`config.mk`:
```
export PLATFORM = sky130hd
export DESIGN_NAME = srb_slave
export DESIGN_NICKNAME = d
export VERILOG_FILES = /design/src/rtl/srb_pkg.sv /design/src/rtl/srb_edge_sync.sv /design/src/rtl/srb_frame_dec.sv /design/src/rtl/srb_regfile.sv /design/src/rtl/srb_slave.sv
export SDC_FILE = /design/constraint.sdc
export NUM_CORES = 1
export LEC_CHECK = 0
export BUFFER_PORTS_ARGS = -buffer_cell sky130_fd_sc_hd__buf_2
export CAP_MARGIN = 20
export CORE_MARGIN = 2
export CORE_UTILIZATION = 66
export CTS_BUF_LIST = sky130_fd_sc_hd__clkbuf_4
export CTS_CLUSTER_DIAMETER = 30
export DETAILED_ROUTE_END_ITERATION = 10
export GPL_TIMING_DRIVEN = 0
export PLACE_DENSITY = 0.87
export SYNTH_ARGS = -nofsm -noshare
export SYNTH_HDL_FRONTEND = slang
export SYNTH_HIERARCHICAL = 1
export SYNTH_SLANG_ARGS = --single-unit
```
`constraint.sdc`:
```
create_clock -name clk -period 4.2 [get_ports clk]
set_input_delay 0 -clock clk [delete_from_list [all_inputs] [get_ports clk]]
set_output_delay 0 -clock clk [all_outputs]
set_load 0.01 [all_outputs]
```
`src/rtl/srb_pkg.sv`:
```
package srb_pkg;

  typedef enum logic [2:0] {
    ST_HDR,
    ST_DIR,
    ST_WDATA,
    ST_RDATA,
    ST_RONES,
    ST_RZERO
  } dec_state_t;

  localparam int REG_GAIN = 0;
  localparam int REG_MISC = 1;
  localparam int REG_MIC  = 2;

  localparam int BLK_W    = 5;
  localparam int HI_BIT   = 5;
  localparam int TEST_LSB = 6;
  localparam int TEST_W   = 2;

endpackage

```
`src/rtl/srb_edge_sync.sv`:
```
module srb_edge_sync #(
  parameter int STAGES = 2
) (
  input  logic clk,
  input  logic rst,
  input  logic sclk_a,
  input  logic sdio_a,
  output logic sdi_o,
  output logic rise_o,
  output logic fall_o
);

  logic [STAGES-1:0] ck_pipe = '0;
  logic [STAGES-1:0] dt_pipe = '0;
  logic              ck_last = 1'b0;

  always_ff @(posedge clk) begin
    ck_pipe <= {ck_pipe[STAGES-2:0], sclk_a};
    dt_pipe <= {dt_pipe[STAGES-2:0], sdio_a};
    ck_last <= ck_pipe[STAGES-1];
  end

  assign sdi_o  = dt_pipe[STAGES-1];
  assign rise_o = ck_pipe[STAGES-1] & ~ck_last & ~rst;
  assign fall_o = ~ck_pipe[STAGES-1] & ck_last & ~rst;

endmodule

```
`src/rtl/srb_frame_dec.sv`:
```
module srb_frame_dec
  import srb_pkg::*;
#(
  parameter int ADDR_W   = 4,
  parameter int DATA_W   = 8,
  parameter int RST_ONES = 16
) (
  input  logic              clk,
  input  logic              rst,
  input  logic              rise_i,
  input  logic              fall_i,
  input  logic              sdi_i,
  input  logic [DATA_W-1:0] rd_data_i,
  output logic [ADDR_W-1:0] addr_o,
  output logic              wr_en_o,
  output logic [DATA_W-1:0] wr_data_o,
  output logic              clr_o,
  output logic              sdo_o,
  output logic              oe_o
);

  localparam int MAXW = (ADDR_W > DATA_W) ? ADDR_W : DATA_W;
  localparam int CW   = $clog2(MAXW);
  localparam int OW   = $clog2(RST_ONES + 1);

  dec_state_t        state;
  logic [CW-1:0]     bit_cnt;
  logic [ADDR_W-1:0] addr_sh;
  logic [DATA_W-1:0] data_sh;
  logic [DATA_W-1:0] rd_sh;
  logic [OW-1:0]     ones;
  logic              oe_q, sdo_q, wr_en_q, clr_q;
  logic [DATA_W-1:0] wr_data_q;
  logic [ADDR_W-1:0] addr_next;

  assign addr_next = {addr_sh[ADDR_W-2:0], sdi_i};

  always_ff @(posedge clk) begin
    if (rst) begin
      state     <= ST_HDR;
      bit_cnt   <= '0;
      addr_sh   <= '0;
      data_sh   <= '0;
      rd_sh     <= '0;
      ones      <= '0;
      oe_q      <= 1'b0;
      sdo_q     <= 1'b0;
      wr_en_q   <= 1'b0;
      wr_data_q <= '0;
      clr_q     <= 1'b0;
    end else begin
      wr_en_q <= 1'b0;
      clr_q   <= 1'b0;
      if (rise_i) begin
        unique case (state)
          ST_HDR: begin
            addr_sh <= addr_next;
            if (bit_cnt == CW'(ADDR_W - 1)) begin
              bit_cnt <= '0;
              if (&addr_next) begin
                state <= ST_RONES;
                ones  <= OW'(ADDR_W);
              end else begin
                state <= ST_DIR;
              end
            end else begin
              bit_cnt <= bit_cnt + 1'b1;
            end
          end
          ST_DIR: begin
            bit_cnt <= '0;
            if (sdi_i) begin
              state <= ST_RDATA;
              rd_sh <= rd_data_i;
            end else begin
              state <= ST_WDATA;
            end
          end
          ST_WDATA: begin
            data_sh <= {data_sh[DATA_W-2:0], sdi_i};
            if (bit_cnt == CW'(DATA_W - 1)) begin
              state     <= ST_HDR;
              bit_cnt   <= '0;
              wr_en_q   <= 1'b1;
              wr_data_q <= {data_sh[DATA_W-2:0], sdi_i};
            end else begin
              bit_cnt <= bit_cnt + 1'b1;
            end
          end
          ST_RDATA: begin
            if (bit_cnt == CW'(DATA_W - 1)) begin
              state   <= ST_HDR;
              bit_cnt <= '0;
              oe_q    <= 1'b0;
            end else begin
              bit_cnt <= bit_cnt + 1'b1;
            end
          end
          ST_RONES: begin
            if (sdi_i) begin
              if (ones != OW'(RST_ONES)) ones <= ones + 1'b1;
            end else if (ones == OW'(RST_ONES)) begin
              state <= ST_RZERO;
            end else begin
              state <= ST_HDR;
            end
          end
          ST_RZERO: begin
            state <= ST_HDR;
            if (!sdi_i) clr_q <= 1'b1;
          end
          default: state <= ST_HDR;
        endcase
      end else if (fall_i && state == ST_RDATA) begin
        oe_q  <= 1'b1;
        sdo_q <= rd_sh[DATA_W-1];
        rd_sh <= {rd_sh[DATA_W-2:0], 1'b0};
      end
    end
  end

  assign addr_o    = addr_sh;
  assign wr_en_o   = wr_en_q;
  assign wr_data_o = wr_data_q;
  assign clr_o     = clr_q;
  assign sdo_o     = sdo_q;
  assign oe_o      = oe_q;

  a_r5_oe_only_in_read: assert property (@(posedge clk) disable iff (rst)
    oe_q |-> (state == ST_RDATA));

  a_r10_write_pulse_single: assert property (@(posedge clk) disable iff (rst)
    wr_en_q |=> !wr_en_q);

  a_r7_clear_follows_zero: assert property (@(posedge clk) disable iff (rst)
    clr_q |-> ($past(state) == ST_RZERO));

  a_r1_header_bound: assert property (@(posedge clk) disable iff (rst)
    (state == ST_HDR) |-> (bit_cnt < CW'(ADDR_W)));

  a_r8_ones_saturate: assert property (@(posedge clk) disable iff (rst)
    ones <= OW'(RST_ONES));

endmodule

```
`src/rtl/srb_regfile.sv`:
```
module srb_regfile
  import srb_pkg::*;
#(
  parameter int ADDR_W = 4,
  parameter int DATA_W = 8
) (
  input  logic              clk,
  input  logic              rst,
  input  logic              clr_i,
  input  logic              we_i,
  input  logic [ADDR_W-1:0] addr_i,
  input  logic [DATA_W-1:0] wdata_i,
  output logic [DATA_W-1:0] rdata_o,
  output logic [DATA_W-1:0] gain_o,
  output logic [DATA_W-1:0] misc_o,
  output logic              mic_o,
  output logic              strobe_o
);

  logic [DATA_W-1:0] gain_q, misc_q;
  logic              mic_q, strobe_q;

  always_ff @(posedge clk) begin
    if (rst || clr_i) begin
      gain_q   <= '0;
      misc_q   <= '0;
      mic_q    <= 1'b0;
      strobe_q <= 1'b0;
    end else begin
      strobe_q <= we_i;
      if (we_i) begin
        case (addr_i)
          ADDR_W'(REG_GAIN): gain_q <= wdata_i;
          ADDR_W'(REG_MISC): misc_q <= wdata_i;
          ADDR_W'(REG_MIC):  mic_q  <= wdata_i[0];
          default: ;
        endcase
      end
    end
  end

  always_comb begin
    case (addr_i)
      ADDR_W'(REG_GAIN): rdata_o = gain_q;
      ADDR_W'(REG_MISC): rdata_o = misc_q;
      ADDR_W'(REG_MIC):  rdata_o = {{(DATA_W-1){1'b0}}, mic_q};
      default:           rdata_o = '0;
    endcase
  end

  assign gain_o   = gain_q;
  assign misc_o   = misc_q;
  assign mic_o    = mic_q;
  assign strobe_o = strobe_q;

  a_r11_reset_clears: assert property (@(posedge clk)
    rst |=> (gain_q == '0 && misc_q == '0 && !mic_q && !strobe_q));

  a_r6_unused_write_ignored: assert property (@(posedge clk) disable iff (rst)
    (we_i && !clr_i && addr_i > ADDR_W'(REG_MIC))
      |=> ($stable(gain_q) && $stable(misc_q) && $stable(mic_q)));

  a_r10_strobe_follows_write: assert property (@(posedge clk) disable iff (rst)
    strobe_q |-> $past(we_i));

endmodule

```
`src/rtl/srb_slave.sv`:
```
module srb_slave
  import srb_pkg::*;
#(
  parameter int ADDR_W      = 4,
  parameter int DATA_W      = 8,
  parameter int RST_ONES    = 16,
  parameter int SYNC_STAGES = 2
) (
  input  logic         clk,
  input  logic         rst,
  input  logic         sclk,
  input  logic         sdio_in,
  output logic         sdio_out,
  output logic         sdio_oe,
  output logic [7:0]   vid_gain,
  output logic [4:0]   blk_level,
  output logic         hi_gain,
  output logic [1:0]   test_mode,
  output logic         mic_agc_en,
  output logic         wr_strobe
);

  logic              sdi, rise, fall;
  logic [ADDR_W-1:0] addr;
  logic              wr_en, clr;
  logic [DATA_W-1:0] wr_data, rd_data, gain_w, misc_w;
  logic              mic_w, strobe_w;

  srb_edge_sync #(.STAGES(SYNC_STAGES)) u_sync (
    .clk(clk), .rst(rst), .sclk_a(sclk), .sdio_a(sdio_in),
    .sdi_o(sdi), .rise_o(rise), .fall_o(fall)
  );

  srb_frame_dec #(.ADDR_W(ADDR_W), .DATA_W(DATA_W), .RST_ONES(RST_ONES)) u_dec (
    .clk(clk), .rst(rst), .rise_i(rise), .fall_i(fall), .sdi_i(sdi),
    .rd_data_i(rd_data), .addr_o(addr), .wr_en_o(wr_en), .wr_data_o(wr_data),
    .clr_o(clr), .sdo_o(sdio_out), .oe_o(sdio_oe)
  );

  srb_regfile #(.ADDR_W(ADDR_W), .DATA_W(DATA_W)) u_regs (
    .clk(clk), .rst(rst), .clr_i(clr), .we_i(wr_en), .addr_i(addr),
    .wdata_i(wr_data), .rdata_o(rd_data), .gain_o(gain_w), .misc_o(misc_w),
    .mic_o(mic_w), .strobe_o(strobe_w)
  );

  assign vid_gain   = gain_w[7:0];
  assign blk_level  = misc_w[BLK_W-1:0];
  assign hi_gain    = misc_w[HI_BIT];
  assign test_mode  = misc_w[TEST_LSB +: TEST_W];
  assign mic_agc_en = mic_w;
  assign wr_strobe  = strobe_w;

  a_r11_no_drive_in_reset: assert property (@(posedge clk)
    rst |=> !sdio_oe);

endmodule

```
**After elaboration in Yosys (flattened, before gate mapping)**

Index checks and enable logic that the tools add are counted.

- Bitwise operators: 10
- Magnitude comparators: 0
- $add $sub $neg: 2
- Multiply operators: 0
- Reductions and logical operators: 23
- Shift operators: 0
- Divide/modulo/power cells: 0
- Mux-type cells: 26
- Eq/ne operators: 21

Operators by type and width:

| cell | count |
|---|---|
| $mux W8 | 4 |
| $pmux W8 S3 | 1 |
| $mux W3 | 7 |
| $mux W5 | 4 |
| $ne A2 B1 Y1 const B | 8 |
| $reduce_and A2 Y1 | 7 |
| $pmux W3 S4 | 1 |
| $pmux W5 S2 | 1 |
| $eq A3 B2 Y1 const B | 3 |
| $eq A3 B3 Y1 const B | 3 |
| $pmux W3 S3 | 1 |
| $reduce_and A3 Y1 | 3 |
| $reduce_and A4 Y1 | 2 |
| $mux W1 | 7 |
| $not A1 Y1 | 6 |
| $reduce_and A6 Y1 | 1 |
| $reduce_or A3 Y1 | 2 |
| $add A5 B1 Y5 const B | 1 |
| $eq A5 B5 Y1 const B | 1 |
| $ne A5 B5 Y1 const B | 1 |
| $and A1 B1 Y1 | 4 |
| $eq A4 B1 Y1 const B | 1 |
| $eq A4 B2 Y1 const B | 1 |
| $logic_not A4 Y1 | 1 |
| other kinds (9) | 11 |

- Output and inout port bits: 20
- ROM bits: 0
- Bits in latches: 0
- Bits of input ports: 4
- Register bits: 65
- Logic and storage cells: 100
- RAM bits: 0
- Memories: 0

**Depth between registers and ports, before layout**

- Word-level depth: 6
- Mapped depth: 7
- Depth with buffers taken out: 6

**Cells and area by module**

The synthesis kept the hierarchy.

Modules (own cells, without submodules):

| module | seq. area each (um^2) | instances | cells an instance | area each (um^2) |
|---|---|---|---|---|
| srb_frame_dec | 840.8 | 1 | 212 | 2004.4 |
| srb_regfile | 360.3 | 1 | 92 | 850.8 |
| srb_edge_sync | 100.1 | 1 | 7 | 115.1 |

**Worst setup path before layout**

Ideal clock, no wire load.

- Path type: register to register
- Start point: reg u_sync.ck_pipe[1]
- End point: reg u_dec.rd_sh[4]
- Clock period less this slack: 1490 ps
- Setup slack: 2710 ps
- Library setup time: 79 ps
- Path buffers: 1
- Required time: 4121 ps
- Cell stages (with the launch flop): 7
- Arrival: 1411 ps
- Cell sequence: dfxtp_1 -> nor3b_1 -> nand3b_4 -> a21boi_4 -> buf_6 -> nor2_1 -> a211oi_2

- Word-level cells in the longest chain between the ends: 6
- Elaborated cells between the ends (all ways): 11
- Those cells by class: eq/ne (2); mux (1); bitwise (5); reduce/logical (3)

RTL lines:

| element | line | source |
|---|---|---|
| start, declared | srb_edge_sync.sv:13 | `logic [STAGES-1:0] ck_pipe = '0;` |
| start signal, assigned | srb_edge_sync.sv:18 | `ck_pipe <= {ck_pipe[STAGES-2:0], sclk_a};` |
| $not A1 Y1 | srb_edge_sync.sv:25 | `assign fall_o = ~ck_pipe[STAGES-1] & ck_last & ~rst;` |
| $and A1 B1 Y1 (2 in a row) | srb_edge_sync.sv:25 |  |
| via fall | srb_slave.sv:23 | `logic sdi, rise, fall;` |
| $logic_and A1 B1 Y1 | srb_frame_dec.sv:114 | `end else if (fall_i && state == ST_RDATA) begin` |
| $reduce_bool A2 Y1 (no source line) | -- |  |
| $reduce_and A3 Y1 (no source line) | -- |  |
| end signal, assigned | srb_frame_dec.sv:74 | `rd_sh <= rd_data_i;` |
| end signal, assigned | srb_frame_dec.sv:117 | `rd_sh <= {rd_sh[DATA_W-2:0], 1'b0};` |
| end, declared | srb_frame_dec.sv:30 | `logic [DATA_W-1:0] rd_sh;` |

The timed path passes the listed nets, and every way through them passes these cells.
A chain may end at the register's enable or synchronous reset.

**Final worst setup path**

- Start point: reg u_sync.ck_pipe[1]
- End point: reg u_dec.rd_sh[5]

Same word-level chain as after synthesis.

==> results.md <==
* Post-route ant nets at 0
* Max-cap violation count at 0
* TritonCTS buffer count at 9
* # H-tree levels at 3
* Vias in the first global route at roughly 2,300
* Global-route wire length before repair at between 10 and 15 mm
* Drt wl/cell at roughly 15 um
* 1st-pass router iterations at 4
* Cts hold-fix bufs at 2
* Latest clock arrival within the worst-skew pair at between 0.4 and 0.5 ns
* Final setup fails at 0
* Synthesis-to-finish area growth at 12.2%
* Outcome: finished, final reports clean
* Tcrit/Tclk final at 0.428
* Clock slew at reported path FFs at about 0.11 ns
* Fin Setup TNS at 0 ns
* Slew HR at 0.565
* Diodes inserted at 0
* Fraction of registers with async set/reset at 0
* Congestion Overflow GR at 0
* Num ports at 24
* Crit-path max FO at 10
* WL final at approximately 6 mm
* Initial antenna violation count at 0
* Unrepaired setup endpoints after global routing: no
* IO buf count at 23
* DR vias at roughly 2,300
* Worst Setup End Kind: register
* Final Skew at 0.0159 ns
* Number of DRC markers in iteration 0 at between 100 and 150
* Residual DRC at 0
* Post-layout min period at 1.80 ns
* Measured slew at the worst slew-check pin at between 0.6 and 0.7 ns
* Syn Nets at approximately 320
* Number of synthesized register bits at 65
* Fraction of layout cells with a size suffix above 1 at 0.199
* Most common cell after layout, fill and taps aside: dfxtp_1
* Final core occ at 0.766
* Largest net degree at the start of global routing at 12
* Vias per Instance at around 5.7
* Gpl congestion at between 0.8 and 0.9
* Postcts setup bufs at 0
* Syn. warnings at 6
* Total die area at about 5100 sq um
* Core Area at 4350 sq um
* Hpwl dp at approximately 4.3 mm
* Worst Hold Depth at 4
* Post-synthesis sequential area ratio at 0.438
* Rows at 24
* Leakage power at 1.31 nW
* Final slew viol count at 0
* Max IR drop VDD at between 0.2 and 0.25 mV
* Hold crit path type: in -> reg
* Crit start category: register
* Pwr Total at about 1.1 mW
* Clock Path Buffers at 2
* Most frequent cells in the layout: dfxtp_1, mux2i_1, nand2_1
* Mean Syn Cell Area at about 9.6 sq um
* CTS sink count at 65
* Clock Tree Root: clkbuf_4
* CTS tree: built
* Main flop type after synthesis: dfxtp_1
* Crit Path Category: reg -> reg
* Final nets at about 360
* WP data arrival at 2.12 ns
* Initial core utilization at 0.682
* GRT Util Overall at 0.261
* Synth cell types at 50
* Post_cts resized at 0
* Post-synth EDFFs at 0
* Fmax at 0.557 GHz
* Post-Synthesis Cells at ~310
* WP data required at 4.52 ns
* PD cells at 341 nW/um^2
* R2R depth at 6
* Die Ht at roughly 71 um
* Final Hold Fails at 0
* Die Wd at 71.1 um
* Synth Cell Area at between 2000 and 3000 sq um
## routing by layer
layer,routed length (um),GRT usage,vias to the layer above
met5,0,0,-
met1,2800,0.344,1079
met4,67,0.138,0
met2,2790,0.413,54
li1,-,-,1151
met3,275,0.0442,6
## synthesized netlist by cell type, types with 2 or more instances
cell       number  share of area
and2_1          3         0.0063
mux2i_1        45           0.15
o2bb2ai_1       2         0.0059
clkbuf_1        5         0.0063
nor2_2          2         0.0042
nand2b_1        6          0.013
inv_1           8          0.010
nand3_1        14          0.024
o21ai_0         4         0.0067
nand3b_1        2         0.0051
buf_2           6          0.010
a211oi_2        3          0.013
nand2_2         2         0.0042
nor3b_1         2         0.0051
a211oi_1        6          0.015
nand4_1         2         0.0042
buf_6           6          0.023
nor2_1         34          0.043
buf_4           3         0.0076
ha_1            6          0.025
nor2b_1         4         0.0084
nand2_1        37          0.047
nor3_1          2         0.0034
or3_1           3         0.0063
a21oi_1        15          0.025
dfxtp_1        65           0.44
## final cells by class
type,instances,area (sq um)
clock inverters,5,80.1
repair buffers,25,135
plain buffers,21,143
multi-input cells,217,1500
inverters,8,30.0
well taps,52,65.1
clock buffers,11,82.6
fillers,304,1020
flip-flops and latches,65,1300
## per-stage QoR
stage                     instance area (sq um)  instances  setup WS [ns]  hold WS, ns
final                                      3330        404           2.40       0.0228
after global routing                       3330        404           2.26       0.0273
after CTS                                  3330        404           2.41       0.0108
after detailed placement                   3150        386           2.46        0.105
after global placement                     3150        386           2.53        0.103
after floorplan                            2970        311           2.71       0.0277
## power breakdown
group          internal, mW  leakage [nW]  switching (mW)
clock                 0.254        0.0831           0.218
combinational        0.0143         0.706          0.0263
sequential            0.620         0.525         0.00278
## logic make-up after synthesis
group                    share of synthesized area
adder cells (fa/ha/maj)                     0.0253
multiplexers                                 0.152
buffers and inverters                       0.0581
flip-flops                                   0.438
AND/OR/NAND/NOR                              0.219
AO/OA/AOI/OAI                                0.108
## state kept, by name (all words and copies together), names as in the netlist, 2 cells and up
register         flops
u_regs/gain_o        8
u_dec/rd_sh          8
u_regs/misc_o        8
u_dec/ones           5
u_sync/dt_pipe       2
u_dec/wr_data_o      8
u_dec/data_sh        7
u_sync/ck_pipe       2
u_dec/bit_cnt        3
u_dec/addr_o         4
u_dec/state          3
## worst max-delay path: stages, from the launching register on
cell and delay (ns):
dfxtp_1 0.33, nor3b_1 0.56, nand3b_4 0.14, a21boi_4 0.26
buf_6 0.18, nor2_1 0.06, a211oi_2 0.18
## path summary, 6_finish.rpt
path                            end              start  slack [ns]
hold reg to reg   u_sync/ck_pipe[1]  u_sync/ck_pipe[0]        0.33
hold / removal     u_regs/misc_o[7]                rst        0.02
setup / recovery     u_dec/rd_sh[5]  u_sync/ck_pipe[1]        2.40
setup reg to reg     u_dec/rd_sh[5]  u_sync/ck_pipe[1]        2.40
Power figures use the tool's default switching activity.
